<file path="config.mk">
export PLATFORM = sky130hd
export DESIGN_NAME = ucode_sequencer
export DESIGN_NICKNAME = d
export VERILOG_FILES = /design/src/rtl/ucs_pkg.sv /design/src/rtl/ucs_step_ctr.sv /design/src/rtl/ucs_opreg.sv /design/src/rtl/ucs_rom.sv /design/src/rtl/ucs_alu_dec.sv /design/src/rtl/ucode_sequencer.sv
export SDC_FILE = /design/constraint.sdc
export NUM_CORES = 1
export LEC_CHECK = 0
export BUFFER_PORTS_ARGS = -buffer_cell sky130_fd_sc_hd__buf_2
export CORE_MARGIN = 3
export CORE_UTILIZATION = 30
export DETAILED_ROUTE_END_ITERATION = 16
export HOLD_SLACK_MARGIN = 0.12
export PLACE_DENSITY = 0.57
export SLEW_MARGIN = 20
export SYNTH_ARGS = -nofsm -noshare
export SYNTH_HDL_FRONTEND = slang
export SYNTH_SLANG_ARGS = --single-unit
</file>
<file path="constraint.sdc">
create_clock -name clk -period 5.36 [get_ports clk]
set_input_delay 0 -clock clk [delete_from_list [all_inputs] [get_ports clk]]
set_output_delay 0 -clock clk [all_outputs]
set_load 0.01 [all_outputs]
</file>
<file path="src/rtl/ucs_pkg.sv">
package ucs_pkg;
    localparam int STEP_W  = 4;
    localparam int OP_W    = 4;
    localparam int FLAG_W  = 3;
    localparam int LINES_W = 16;
    localparam int SEL_W   = 3;
    localparam int NUM_ALU = 6;
    localparam int ADDR_W  = STEP_W + OP_W + FLAG_W;
    localparam int WORD_W  = LINES_W + SEL_W;

    localparam int B_PC_OE   = 0;
    localparam int B_MAR_WE  = 1;
    localparam int B_RAM_OE  = 2;
    localparam int B_IR_WE   = 3;
    localparam int B_PC_INC  = 4;
    localparam int B_ACC_WE  = 5;
    localparam int B_ACC_OE  = 6;
    localparam int B_BREG_WE = 7;
    localparam int B_OUT_WE  = 8;
    localparam int B_RAM_WE  = 9;
    localparam int B_PC_WE   = 10;
    localparam int B_IR_CLR  = 11;
    localparam int B_STP_CLR = 12;
    localparam int B_HALT    = 13;

    localparam int F_LT = 0;
    localparam int F_EQ = 1;
    localparam int F_GT = 2;

    localparam logic [STEP_W-1:0] ST_FADDR = 4'd0;
    localparam logic [STEP_W-1:0] ST_FREAD = 4'd1;
    localparam logic [STEP_W-1:0] ST_FINC  = 4'd2;
    localparam logic [STEP_W-1:0] ST_X0    = 4'd3;
    localparam logic [STEP_W-1:0] ST_X1    = 4'd4;
    localparam logic [STEP_W-1:0] ST_X2    = 4'd5;

    typedef enum logic [OP_W-1:0] {
        OP_NOP, OP_LDA, OP_ADD, OP_SUB, OP_AND, OP_OR, OP_XOR, OP_NOT,
        OP_LDB, OP_OUT, OP_JMP, OP_JEQ, OP_JLT, OP_JGT, OP_STA, OP_HLT
    } op_e;

    typedef struct packed {
        logic [SEL_W-1:0]   sel;
        logic [LINES_W-1:0] lines;
    } uword_t;

    function automatic logic [LINES_W-1:0] bit_of(input int b);
        logic [LINES_W-1:0] v;
        v = '0;
        v[b] = 1'b1;
        return v;
    endfunction

    // Computes the microcode word for one address.
    function automatic uword_t ucode_word(input logic [ADDR_W-1:0] a);
        logic [STEP_W-1:0] st;
        op_e               op;
        logic [FLAG_W-1:0] fl;
        logic [LINES_W-1:0] fin, ld_mar;
        logic               taken;
        uword_t             w;
        st     = a[STEP_W-1:0];
        op     = op_e'(a[STEP_W+OP_W-1:STEP_W]);
        fl     = a[ADDR_W-1:STEP_W+OP_W];
        fin    = bit_of(B_IR_CLR) | bit_of(B_STP_CLR);
        ld_mar = bit_of(B_PC_OE) | bit_of(B_MAR_WE);
        taken  = 1'b0;
        w      = '0;
        if (st == ST_FADDR) begin
            w.lines = ld_mar;
        end else if (st == ST_FREAD) begin
            w.lines = bit_of(B_RAM_OE) | bit_of(B_IR_WE);
        end else if (st == ST_FINC) begin
            w.lines = bit_of(B_PC_INC);
        end else begin
            unique case (op)
                OP_NOP: if (st == ST_X0) w.lines = fin;
                OP_LDA, OP_LDB: begin
                    if (st == ST_X0) w.lines = ld_mar;
                    if (st == ST_X1) w.lines = bit_of(B_RAM_OE) |
                        bit_of((op == OP_LDA) ? B_ACC_WE : B_BREG_WE);
                    if (st == ST_X2) w.lines = bit_of(B_PC_INC) | fin;
                end
                OP_ADD, OP_SUB, OP_AND, OP_OR, OP_XOR, OP_NOT: begin
                    if (st == ST_X0) begin
                        w.lines = bit_of(B_ACC_WE) | fin;
                        w.sel   = SEL_W'(op - 4'd1);
                    end
                end
                OP_OUT: if (st == ST_X0)
                    w.lines = bit_of(B_ACC_OE) | bit_of(B_OUT_WE) | fin;
                OP_JMP, OP_JEQ, OP_JLT, OP_JGT: begin
                    taken = (op == OP_JMP) || (op == OP_JEQ && fl[F_EQ]) ||
                            (op == OP_JLT && fl[F_LT]) || (op == OP_JGT && fl[F_GT]);
                    if (taken) begin
                        if (st == ST_X0) w.lines = ld_mar;
                        if (st == ST_X1) w.lines = bit_of(B_RAM_OE) | bit_of(B_PC_WE) | fin;
                    end else if (st == ST_X0) begin
                        w.lines = bit_of(B_PC_INC) | fin;
                    end
                end
                OP_STA: begin
                    if (st == ST_X0) w.lines = ld_mar;
                    if (st == ST_X1) w.lines = bit_of(B_RAM_OE) | bit_of(B_MAR_WE);
                    if (st == ST_X2) w.lines = bit_of(B_ACC_OE) | bit_of(B_RAM_WE) |
                                               bit_of(B_PC_INC) | fin;
                end
                OP_HLT: w.lines = bit_of(B_HALT);
            endcase
        end
        return w;
    endfunction
endpackage

</file>
<file path="src/rtl/ucs_step_ctr.sv">
module ucs_step_ctr
    import ucs_pkg::*;
#(
    parameter int W = STEP_W
) (
    input  logic         clk,
    input  logic         rst,
    input  logic         clr,
    output logic [W-1:0] step
);
    logic [W-1:0] step_n;

    always_comb begin
        if (clr) step_n = '0;
        else     step_n = step + 1'b1;  // wraps from all-ones to zero
    end

    always_ff @(posedge clk) begin
        if (rst) step <= '0;
        else     step <= step_n;
    end
endmodule

</file>
<file path="src/rtl/ucs_opreg.sv">
module ucs_opreg
    import ucs_pkg::*;
#(
    parameter int W = OP_W
) (
    input  logic         clk,
    input  logic         rst,
    input  logic         load,
    input  logic         clr,
    input  logic [W-1:0] d,
    output logic [W-1:0] q
);
    always_ff @(posedge clk) begin
        if (rst)       q <= '0;
        else if (load) q <= d;
        else if (clr)  q <= '0;
    end
endmodule

</file>
<file path="src/rtl/ucs_rom.sv">
module ucs_rom
    import ucs_pkg::*;
(
    input  logic [ADDR_W-1:0] addr,
    output uword_t            word
);
    always_comb word = ucode_word(addr);
endmodule

</file>
<file path="src/rtl/ucs_alu_dec.sv">
module ucs_alu_dec
    import ucs_pkg::*;
#(
    parameter int SW = SEL_W,
    parameter int NA = NUM_ALU
) (
    input  logic [SW-1:0] sel,
    output logic [NA-1:0] oe
);
    localparam int N = 1 << SW;
    logic [N-1:0] dec;
    logic         dec_unused;

    for (genvar k = 0; k < N; k++) begin : g_dec
        assign dec[k] = (sel == SW'(k));
    end
    // Code 0 means no function; codes above NA are left unmapped.
    for (genvar j = 0; j < NA; j++) begin : g_map
        assign oe[j] = dec[j + 1];
    end
    assign dec_unused = dec[0] | (|dec[N-1:NA+1]);
endmodule

</file>
<file path="src/rtl/ucode_sequencer.sv">
module ucode_sequencer
    import ucs_pkg::*;
(
    input  logic                 clk,
    input  logic                 rst,
    input  logic [7:0]           bus_in,
    input  logic [FLAG_W-1:0]    cmp_flags,
    output logic [LINES_W-1:0]   ctrl_o,
    output logic [NUM_ALU-1:0]   alu_oe_o,
    output logic [STEP_W-1:0]    step_o,
    output logic [OP_W-1:0]      opcode_o
);
    logic [STEP_W-1:0] step;
    logic [OP_W-1:0]   opcode;
    logic [ADDR_W-1:0] uaddr;
    uword_t            word;
    logic              bus_unused;

    assign bus_unused = ^bus_in[7:OP_W];
    assign uaddr      = {cmp_flags, opcode, step};

    ucs_step_ctr #(.W(STEP_W)) u_step (
        .clk(clk), .rst(rst), .clr(word.lines[B_STP_CLR]), .step(step)
    );

    ucs_opreg #(.W(OP_W)) u_op (
        .clk(clk), .rst(rst), .load(word.lines[B_IR_WE]),
        .clr(word.lines[B_IR_CLR]), .d(bus_in[OP_W-1:0]), .q(opcode)
    );

    ucs_rom u_rom (.addr(uaddr), .word(word));

    ucs_alu_dec #(.SW(SEL_W), .NA(NUM_ALU)) u_dec (
        .sel(word.sel), .oe(alu_oe_o)
    );

    assign ctrl_o   = word.lines;
    assign step_o   = step;
    assign opcode_o = opcode;
endmodule

</file>
==> implementation parameters <==
Parameter                              Value

Outcome
  Outcome    completed

Clock tree
  Maximum clock insertion buffer count    2
  Number of levels the H-tree was split into    1
  Number of buffers inserted for hold repair after clock tree synthesis    5
  TritonCTS sink count    8
  Clock-pin slew of the registers on the worst-case setup and hold paths    0.05 ns
  Root buffer cell    sky130_fd_sc_hd__clkbuf_4
  Clock tree from TritonCTS    done
  Post-cts gate resize count    0
  Post-CTS setup buffers    0
  Worst-skew pair later-pin latency    approximately 0.25 ns
  TritonCTS buffer count    3

Critical path
  Nature of the critical path startpoint    flop
  Worst Reg-to-Reg Cells    7
  Arrival @ worst endpoint    about 2.5 ns
  RR Endpoint    u_op.q[3]
  Setup slack on the worst flop-to-flop path    ~3 ns
  Maximum fanout count along the critical path    10
  Worst reg2reg path startpoint    u_op.q[0]
  Setup crit end kind    primary output
  Worst path required time    between 5 and 6 ns
  Critical path class    flop to primary output

Synth
  Top post-synthesis cells by area    sky130_fd_sc_hd__dfxtp_1, sky130_fd_sc_hd__ha_1, sky130_fd_sc_hd__o21ai_0
  Cell Area, Synth    around 930 sq um
  Number of enable flip-flop cells after synthesis    0
  Sequential-to-total area share from yosys stat    0.172
  Library cell occupying the most area in the post-synthesis netlist    sky130_fd_sc_hd__dfxtp_1
  Flops & latches, synth    8
  Cell variety after synth    46
  Commonest cells in the netlist    sky130_fd_sc_hd__nand2_1, sky130_fd_sc_hd__nor2_1, sky130_fd_sc_hd__o21ai_0
  Share of flip-flops with an asynchronous set or reset after synthesis    0
  Mean post-synth cell area    7.32 sq um
  Yosys warns    0
  Yosys top cell area share    0.172
  Most used flip-flop cell after synthesis    sky130_fd_sc_hd__dfxtp_1
  Count of mapped cells out of synthesis    roughly 130

Timing
  Max Slew Vio Count    0
  Worst setup skew after layout    approximately 0.00074 ns
  Final worst-path cycle share    0.472
  Highest Clock Rate    395 MHz
  Setup Viol. Count Final    0
  Final hold viol count    0
  Clock period minus worst slack    2.53 ns
  Setup tns final    0 ns
  Normalized max-slew margin    0.642
  RSZ-0062 raised after global routing    false
  Least-Margin Pin Slew    between 0.5 and 0.6 ns

Routing
  DRT Wirelength    about 2600 um
  Ratio of routed vias to standard cells    around 5.3
  Iteration-0 DRC Markers    24
  Antenna violation net count after detailed routing    0
  Post-route DRC    0
  TritonRoute pass-1 iters    4
  Detail-routed net length per standard cell    13.4 um
  Via count of the routed design    between 1k and 1.5k

Die
  Cell Rows    19
  Floorplan die area    about 3800 sq um
  Height of the chip    around 62 um
  Core Area    about 2900 sq um
  Initial Utilization    0.326
  Number of top-level pins    43
  Die X-Extent    61.7 um

Placement
  Gp weighted congestion    between 0.8 and 0.9
  Area after DPL    ~1100 sq um
  I/O Buffers    36
  HPWL reported at the end of detailed placement    approximately 1900 um

Final layout
  Area occupied by multi-input gates    ~670 sq um
  Post-route design area    ~1100 sq um
  Total area of sequential cells    approximately 160 sq um
  Layout-stage area growth over the synthesis result    23.7%
  Total inserted antenna cells    0
  Fraction of final layout cells with drive strength greater than 1    0.300
  Layout Nets    183
  Total of fill cells in the finished design    320

Flow run
  Count of max-cap constraint violations    0

Global route
  Antenna violations before repair    0
  Via count of the first global-routing pass    about 890
  GRT Resource Usage Total    0.141
  Congestion Overflow GR    0
  Wire length of the first global-routing pass    about 4000 um
  Largest net degree at the start of global routing    17

Power
  Cell Int Power    between 0.15 and 0.2 mW
  Proportion of power drawn by combinational gates    0.627
  Total power divided by cell area    between 300 and 400 nW/um^2
  Maximum resistive drop on vdd    between 150 and 200 uV
  Power spent charging and discharging nets    0.184 mW
  Reg power frac    0.253
  Sw Share    0.480
  Proportion of power drawn by the clock network    0.120
  Leakage power    around 0.54 nW

Min path
  Worst min-delay path class    input pin to flop
  HP Start    bus_in[0]
  Cells on Worst Hold Path    4
  Worst-case hold path end point    u_op.q[0]
==> final cells by class <==
| cell class | instances | share of cell area |
|---|---|---|
| clock buffers | 3 | 0.0196 |
| inverters | 7 | 0.0229 |
| multi-input cells | 101 | 0.584 |
| flip-flops and latches | 8 | 0.139 |
| well taps | 31 | 0.0337 |
| repair buffers | 41 | 0.200 |
==> cells by family after synthesis <==
kind of cell,count (synthesis),synth area share
muxes,2,0.0229
AOI/OAI and AO/OA,32,0.230
other,1,0.00403
xor gates and xnor gates,3,0.0283
buffers and inverters,19,0.109
DFF,8,0.172
and+or+nand+nor,54,0.326
adders and majority gates,8,0.108
==> worst max-delay path, stage by stage (launching register included) <==
cell                      delay (ns)
sky130_fd_sc_hd__dfxtp_1        0.37
sky130_fd_sc_hd__inv_1          0.17
sky130_fd_sc_hd__ha_1           0.32
sky130_fd_sc_hd__a22oi_1        0.13
sky130_fd_sc_hd__o22a_1         0.26
sky130_fd_sc_hd__or2_2          0.33
sky130_fd_sc_hd__a31oi_2        0.46
sky130_fd_sc_hd__buf_2          0.23
==> stage by stage <==
step	worst slack [ns]	util	power [mW]	std cells	hold WS, ns
3_3_place_gp	3.04	0.378	0.331	183	0.196
5_1_grt	2.59	0.403	0.423	191	0.514
6_report	2.83	0.403	0.382	191	0.493
2_1_floorplan	3.33	-	0.279	128	0.109
3_5_place_dp	2.99	0.378	0.334	183	0.210
4_1_cts	2.82	0.403	0.384	191	0.487
==> power groups by stage <==
stage	combinational, mW	clock (mW)	sequential, mW
detailed placement	0.237	0	0.0968
global placement	0.234	0	0.0963
finish	0.240	0.0461	0.0966
CTS	0.242	0.0467	0.0955
global route	0.272	0.0517	0.0997
floorplan	0.187	0	0.0921
==> placed cells by master (no fill, tap or decap), types with 2 or more instances in the layout <==
master	Yosys	routed
sky130_fd_sc_hd__nor2_1	11	11
sky130_fd_sc_hd__nand3b_1	3	3
sky130_fd_sc_hd__clkbuf_4	0	3
sky130_fd_sc_hd__inv_1	7	7
sky130_fd_sc_hd__nand2_1	11	11
sky130_fd_sc_hd__a22o_1	2	2
sky130_fd_sc_hd__dfxtp_1	8	8
sky130_fd_sc_hd__nor3b_1	2	2
sky130_fd_sc_hd__nor4b_1	2	2
sky130_fd_sc_hd__o21ai_0	10	10
sky130_fd_sc_hd__nor3_1	6	6
sky130_fd_sc_hd__a21oi_1	7	7
sky130_fd_sc_hd__dlygate4sd3_1	0	5
sky130_fd_sc_hd__ha_1	8	8
sky130_fd_sc_hd__conb_1	1	2
sky130_fd_sc_hd__xor2_1	2	2
sky130_fd_sc_hd__o21a_1	2	2
sky130_fd_sc_hd__or2_2	3	3
sky130_fd_sc_hd__or3_1	3	3
sky130_fd_sc_hd__buf_2	2	36
sky130_fd_sc_hd__nand3_1	3	3
sky130_fd_sc_hd__a22oi_1	2	2
sky130_fd_sc_hd__nand2b_1	2	2
==> per-layer routing <==
metal / vias to the layer above / wire length, um / global-route usage
li1: 515 / - / -
met1: 464 / 1190 / 0.186
met4: 0 / 16 / 0.0364
met2: 33 / 1230 / 0.239
met5: - / 0 / 0
met3: 2 / 118 / 0.0189
==> registers in the layout (all words and copies together), names as in the netlist <==
name         cells
u_op.q           4
u_step.step      4
==> worst max-delay path by stage <==
stage,from,to,slack [ns]
2_1_floorplan,u_op.q[0],u_step.step[1],3.33
3_3_place_gp,u_op.q[0],u_op.q[3],3.04
3_5_place_dp,u_op.q[0],u_op.q[3],2.99
4_1_cts,u_op.q[0],ctrl_o[12],2.82
5_1_grt,u_op.q[0],ctrl_o[12],2.59
6_report,u_op.q[0],ctrl_o[12],2.83
Power figures use the tool's default switching activity.
